$ cat config.mk
export PLATFORM = sky130hd
export DESIGN_NAME = lfsr_scrambler
export DESIGN_NICKNAME = d
export VERILOG_FILES = /design/src/rtl/scr_pkg.sv /design/src/rtl/scr_reset_sync.sv /design/src/rtl/scr_seed_guard.sv /design/src/rtl/scr_lfsr_core.sv /design/src/rtl/scr_mix_stage.sv /design/src/rtl/lfsr_scrambler.sv
export SDC_FILE = /design/constraint.sdc
export NUM_CORES = 1
export LEC_CHECK = 0
export BUFFER_PORTS_ARGS = -buffer_cell sky130_fd_sc_hd__buf_2
export CELL_PAD_IN_SITES_DETAIL_PLACEMENT = 0
export CELL_PAD_IN_SITES_GLOBAL_PLACEMENT = 2
export CORE_MARGIN = 1.5
export CORE_UTILIZATION = 33
export CTS_CLUSTER_DIAMETER = 120
export DETAILED_ROUTE_END_ITERATION = 10
export PLACE_DENSITY = 0.88
export SETUP_SLACK_MARGIN = 0.5
export SYNTH_ARGS = -nofsm -noshare
export SYNTH_HDL_FRONTEND = slang
export SYNTH_SLANG_ARGS = --single-unit
$ cat constraint.sdc
create_clock -name clk -period 0.8 [get_ports clk]
set_input_delay 0.12 -clock clk [delete_from_list [all_inputs] [get_ports clk]]
set_output_delay 0.12 -clock clk [all_outputs]
set_load 0.02 [all_outputs]
$ cat src/rtl/scr_pkg.sv
package scr_pkg;
  typedef enum logic {
    ROLE_TX = 1'b0,
    ROLE_RX = 1'b1
  } scr_role_e;
endpackage

$ cat src/rtl/scr_reset_sync.sv
module scr_reset_sync #(
  parameter int STAGES = 2
) (
  input  logic clk,
  input  logic rst_n_async,
  output logic rst_n_sync
);
  logic [STAGES-1:0] sync_q;
  logic [STAGES-1:0] sync_d;

  generate
    if (STAGES == 1) begin : g_one
      always_comb sync_d = 1'b1;
    end else begin : g_many
      always_comb sync_d = {sync_q[STAGES-2:0], 1'b1};
    end
  endgenerate

  always_ff @(posedge clk or negedge rst_n_async) begin
    if (!rst_n_async) sync_q <= '0;
    else              sync_q <= sync_d;
  end

  assign rst_n_sync = sync_q[STAGES-1];
endmodule

$ cat src/rtl/scr_seed_guard.sv
module scr_seed_guard #(
  parameter int W = 11
) (
  input  logic [W-1:0] seed_in,
  output logic [W-1:0] seed_safe
);
  always_comb begin
    if (seed_in == '0) seed_safe = '1;
    else               seed_safe = seed_in;
  end
endmodule

$ cat src/rtl/scr_lfsr_core.sv
module scr_lfsr_core #(
  parameter int          W        = 11,
  parameter int          TAP_HI   = 10,
  parameter int          TAP_LO   = 8,
  parameter logic [W-1:0] RST_SEED = '1
) (
  input  logic         clk,
  input  logic         rst_n,
  input  logic         advance,
  input  logic         load,
  input  logic [W-1:0] load_val,
  output logic [W-1:0] state,
  output logic         prbs_bit
);
  logic [W-1:0] state_q;
  logic [W-1:0] state_d;
  logic         fb_bit;

  always_comb fb_bit = state_q[TAP_HI] ^ state_q[TAP_LO];

  always_comb begin
    state_d = state_q;
    if (load)         state_d = load_val;
    else if (advance) state_d = {state_q[W-2:0], fb_bit};
  end

  always_ff @(posedge clk or negedge rst_n) begin
    if (!rst_n)                state_q <= RST_SEED;
    else if (load || advance)  state_q <= state_d;
  end

  assign state    = state_q;
  assign prbs_bit = state_q[W-1];

  // the register never reaches the lock-up value
  assert_no_lockup_R10: assert property (@(posedge clk) disable iff (!rst_n)
    state_q != '0);

  // no load and no valid bit leaves the register untouched
  assert_idle_hold_R5: assert property (@(posedge clk) disable iff (!rst_n)
    (!advance && !load) |=> $stable(state_q));

  // a plain advance moves every stage one place toward the top
  assert_shift_dir_R4: assert property (@(posedge clk) disable iff (!rst_n)
    (advance && !load) |=> (state_q[W-1:1] == $past(state_q[W-2:0])));

  // a load wins over a shift
  assert_load_wins_R8: assert property (@(posedge clk) disable iff (!rst_n)
    load |=> (state_q == $past(load_val)));
endmodule

$ cat src/rtl/scr_mix_stage.sv
module scr_mix_stage (
  input  logic clk,
  input  logic rst_n,
  input  logic in_valid,
  input  logic in_data,
  input  logic prbs_bit,
  output logic out_valid,
  output logic out_data
);
  logic valid_q;
  logic data_q;
  logic data_d;

  always_comb data_d = in_data ^ prbs_bit;

  always_ff @(posedge clk or negedge rst_n) begin
    if (!rst_n) valid_q <= 1'b0;
    else        valid_q <= in_valid;
  end

  always_ff @(posedge clk or negedge rst_n) begin
    if (!rst_n)        data_q <= 1'b0;
    else if (in_valid) data_q <= data_d;
  end

  assign out_valid = valid_q;
  assign out_data  = data_q;

  logic armed_q;
  always_ff @(posedge clk or negedge rst_n) begin
    if (!rst_n) armed_q <= 1'b0;
    else        armed_q <= 1'b1;
  end

  // qualifier is the input qualifier one cycle late
  assert_valid_delay_R3: assert property (@(posedge clk) disable iff (!rst_n)
    armed_q |-> (out_valid == $past(in_valid)));

  // the emitted bit is the input bit combined with the sequence bit
  assert_data_mix_R2: assert property (@(posedge clk) disable iff (!rst_n)
    in_valid |=> (out_data == ($past(in_data) ^ $past(prbs_bit))));
endmodule

$ cat src/rtl/lfsr_scrambler.sv
module lfsr_scrambler #(
  parameter int                 W             = 11,
  parameter int                 TAP_HI        = 10,
  parameter int                 TAP_LO        = 8,
  parameter int                 SYNC_STAGES   = 2,
  parameter scr_pkg::scr_role_e ROLE          = scr_pkg::ROLE_TX,
  parameter logic [W-1:0]       TX_RESET_SEED = '1,
  parameter logic [W-1:0]       RX_RESET_SEED = '1
) (
  input  logic         clk,
  input  logic         rst_n,
  input  logic         seed_load,
  input  logic [W-1:0] seed,
  input  logic         in_valid,
  input  logic         in_data,
  output logic         out_valid,
  output logic         out_data
);
  localparam logic [W-1:0] ROLE_SEED_RAW =
    (ROLE == scr_pkg::ROLE_TX) ? TX_RESET_SEED : RX_RESET_SEED;
  localparam logic [W-1:0] ROLE_SEED = (ROLE_SEED_RAW == '0) ? '1 : ROLE_SEED_RAW;

  logic         rst_n_int;
  logic [W-1:0] seed_safe;
  logic [W-1:0] lfsr_state;
  logic         prbs_bit;

  scr_reset_sync #(.STAGES(SYNC_STAGES)) u_rst (
    .clk         (clk),
    .rst_n_async (rst_n),
    .rst_n_sync  (rst_n_int)
  );

  scr_seed_guard #(.W(W)) u_guard (
    .seed_in   (seed),
    .seed_safe (seed_safe)
  );

  scr_lfsr_core #(
    .W        (W),
    .TAP_HI   (TAP_HI),
    .TAP_LO   (TAP_LO),
    .RST_SEED (ROLE_SEED)
  ) u_lfsr (
    .clk      (clk),
    .rst_n    (rst_n_int),
    .advance  (in_valid),
    .load     (seed_load),
    .load_val (seed_safe),
    .state    (lfsr_state),
    .prbs_bit (prbs_bit)
  );

  scr_mix_stage u_mix (
    .clk       (clk),
    .rst_n     (rst_n_int),
    .in_valid  (in_valid),
    .in_data   (in_data),
    .prbs_bit  (prbs_bit),
    .out_valid (out_valid),
    .out_data  (out_data)
  );

  // a zero seed ends up as all ones
  assert_zero_seed_R7: assert property (@(posedge clk) disable iff (!rst_n_int)
    (seed_load && (seed == '0)) |=> (lfsr_state == '1));

  // a nonzero seed is taken unchanged
  assert_seed_taken_R6: assert property (@(posedge clk) disable iff (!rst_n_int)
    (seed_load && (seed != '0)) |=> (lfsr_state == $past(seed)));
endmodule

==> results by group <==
Critical path
  • FF-to-FF path depth: 3
  • Crit path buf inv count: 0
  • Worst EP required: 1.01 ns
  • Crit Reg-Reg Startpoint: u_lfsr.state[8]$_DFFE_PN1P_
  • Largest delay share family, worst path: flip-flops
  • Max stage delay cell, worst path: dfstp_2
  • FF-to-FF End: u_lfsr.state[0]$_DFFE_PN1P_
  • Critical path class: flop to flop
  • CP cell instances: xnor2_2, a21oi_1, a2bb2oi_1
  • Max incr delay on CP: 0.58 ns
  • Nature of the critical path endpoint: flop
  • Data arrival, critical path: 1.23 ns
  • Worst-path fanout max: 3
  • Reg2reg setup slack: -0.22 ns
  • CP startpoint kind: flop

Detailed routing
  • Initial DRC count: 2
  • DR WL/cell: 11.8 microns
  • Drt drc: 0
  • Routed met2 length: 719 microns
  • Drt via density: 4.86
  • WL met3: 49 microns
  • Drt pass-1 iters: 4
  • Wire length on met1: 718 microns
  • Max Used Layer: met4
  • Post-Route WL: 1500 microns
  • Routed via count: 617
  • Routed Antenna Nets: 0

Logic synthesis
  • Fraction of registers with async set/reset: 100%
  • Area contributors post-synth: dfstp_2 (39%), dfrtp_1 (14%), a211oi_1 (10%)
  • Register bit total from synthesis: 15
  • Top-area cell type share of the netlist area: 39.0%
  • Yosys cell types: 19
  • Area leader, netlist: dfstp_2
  • Synth Area in XOR/XNOR: 2.36%
  • Ys flop type: dfstp_2
  • Post-synthesis sequential area ratio: 52.5%
  • Synth cell count leaders: dfstp_2 (11), nor2b_1 (11), a211oi_1 (10), a31oi_1 (10), inv_1 (10)
  • Largest family of logic cells by synthesized area: compound AO/OA/AOI/OAI gates
  • Simple logic cell fraction of the synthesized area: 14.2%
  • Synthesized net count: 89
  • Post-Synth Adder-Cell Area: 0%
  • EDFF count, synth: 0
  • Compound-Gate Fraction of Synth Area: 21.1%
  • Yosys warning total: 0
  • Mapped Avg Cell Area: 10.1 sq um
  • Cells after Synth: 73
  • Mux contribution to synthesized area: 0%
  • Post-Synthesis Cell Area: 741 sq um

Min path
  • Min-Delay Path Class: input pin to flop
  • Cells on Worst Hold Path: 3
  • Hold path startpoint: seed[3]
  • Hold EP: u_lfsr.state[3]$_DFFE_PN1P_

Run
  • MaxCap Viol Count: 0

Finish
  • Utilization after layout: 50.1%
  • Antenna diodes: 0
  • Layout cell share with drive strength beyond 1: 51.0%
  • Synth-to-layout area growth: 38.2%
  • Final #Nets: 117

Power and ir drop
  • VDD IR max: 0.852 mV
  • Leakage: 0.000463 uW
  • Pwr dens: 1670 nW/um^2

Floorplan
  • Top Ports: 18
  • FP Rows: 16
  • Initial Util: 36.3%
  • Die X: 50.4 microns
  • CORE AREA: 2040 sq um
  • Die ar.: 2540 sq um
  • Die Height: 50.4 microns

Global route
  • GRT Overall Usage: 14.3%
  • Largest net degree at the start of global routing: 19
  • Vias in the first global route: 606
  • Overflow left after global routing: 0
  • Initial antenna violation count: 0
  • First-pass GRT wire length: 2660 microns

STA
  • Max frequency: 978 MHz
  • Setup-failing EPs final: 14
  • Final slew viol count: 0
  • Fin Setup TNS: -2.18 ns
  • Fin crit share: 128%
  • Fin Hold WS: 0.0617 ns
  • Final min period: 1.02 ns
  • Clock skew: 0.00152 ns
  • Final Hold Vio Count: 0
  • Setup ws final: -0.223 ns
  • RSZ-0062 raised after global routing: yes

Run status
  • Outcome: finished with violations
  • Failing checks: setup timing

Place
  • DP Wirelength: 1070 microns
  • RePlAce Congestion: 0.691
  • Port bufs: 17
  • Place WS: -0.426 ns

Clock network
  • CTS root buf: clkbuf_4
  • Clk_lat worst skew: 0.28 ns
  • H-tree depth: 1
  • Maximum clock path buffer count: 2
  • TritonCTS Sinks: 15
  • CTS tree: done
  • Clock-pin slew on the worst setup and hold paths: 0.09 ns
  • Total CTS buffers: 3
-- sequential cells by signal, summed over array words and instances (netlist names) --
register	count
u_mix.out_data	1
u_rst.sync_q	2
u_lfsr.state	11
u_mix.out_valid	1
-- kinds of logic (layout without fill, tap and decap cells) --
logic type,Yosys count,after routing
flops,15,15
simple gates,17,17
other cells,1,1
compound gates,23,23
xor+xnor,2,2
buf+inv,15,42
-- worst register-to-register path, stage by stage, from the launching register on --
cell and delay [ns]:
dfstp_2 0.58, xnor2_2 0.08, a21oi_1 0.14, a2bb2oi_1 0.16
-- stage by stage --
stage / std cells / total power, uW / cell area, sq um
after global placement: 120 / 1200 / 891
after CTS: 127 / 1680 / 978
after global routing: 127 / 1830 / 1020
final: 127 / 1710 / 1020
after detailed placement: 120 / 1210 / 891
after floorplan: 73 / 1090 / 743
-- cell type report --
class                      count  area (sq um)
timing repair buffer          28           199
tap                           27          33.8
clock buffer                   4          26.3
multi-input combinational     43           335
inverter                      10          37.5
fill                         193          1020
sequential                    15           392
-- power by group --
part           leakage, uW  total [uW]  switching, uW  internal [uW]
Sequential        0.000160         926           50.8            875
Clock            0.0000150         423            230            193
Combinational     0.000288         359            155            204
-- cell usage in the layout (no fill, tap or decap) --
cell,instances
dlygate4sd3_1,1
conb_1,1
buf_4,8
xnor2_1,1
dfrtp_2,2
a31oi_1,10
a2bb2oi_1,1
nor2b_1,5
nor4_1,1
nor4_2,1
a21oi_1,2
inv_1,10
dfrtp_1,2
nand3_1,1
nor2b_4,6
clkbuf_1,1
buf_6,3
buf_12,1
clkbuf_4,3
nor2_1,2
nor3_1,1
xnor2_2,1
dfstp_2,11
a211oi_1,10
buf_2,15
-- worst max-delay path by stage --
| stage | endpoint | slack (ns) | cells past startpoint | from |
|---|---|---|---|---|
| 2_1_floorplan | u_lfsr.state[0]$_DFFE_PN1P_ | -0.12 | 3 | u_lfsr.state[10]$_DFFE_PN1P_ |
| 3_3_place_gp | u_lfsr.state[3]$_DFFE_PN1P_ | -0.39 | 5 | seed[7] |
| 3_5_place_dp | u_lfsr.state[9]$_DFFE_PN1P_ | -0.43 | 5 | seed[7] |
| 4_1_cts | u_lfsr.state[0]$_DFFE_PN1P_ | -0.20 | 3 | u_lfsr.state[8]$_DFFE_PN1P_ |
| 5_1_grt | u_lfsr.state[0]$_DFFE_PN1P_ | -0.28 | 3 | u_lfsr.state[8]$_DFFE_PN1P_ |
| 6_report | u_lfsr.state[0]$_DFFE_PN1P_ | -0.22 | 3 | u_lfsr.state[8]$_DFFE_PN1P_ |
-- per-layer routing --
metal | track usage (%) | vias up
li1 | - | 307
met1 | 19.8 | 294
met2 | 21.5 | 14
met3 | 1.79 | 2
met4 | 8.11 | 0
met5 | 0 | -
-- timing repair --
action | 4_1_cts | 5_1_grt
endpoints found under the setup margin | 28 | 28
buffers inserted | 2 | 0
endpoints found under the hold margin | 2 | 0
hold buffers | 1 | 0
gates resized for setup | 7 | 9
No activity file was read; power rests on OpenSTA's default activity.
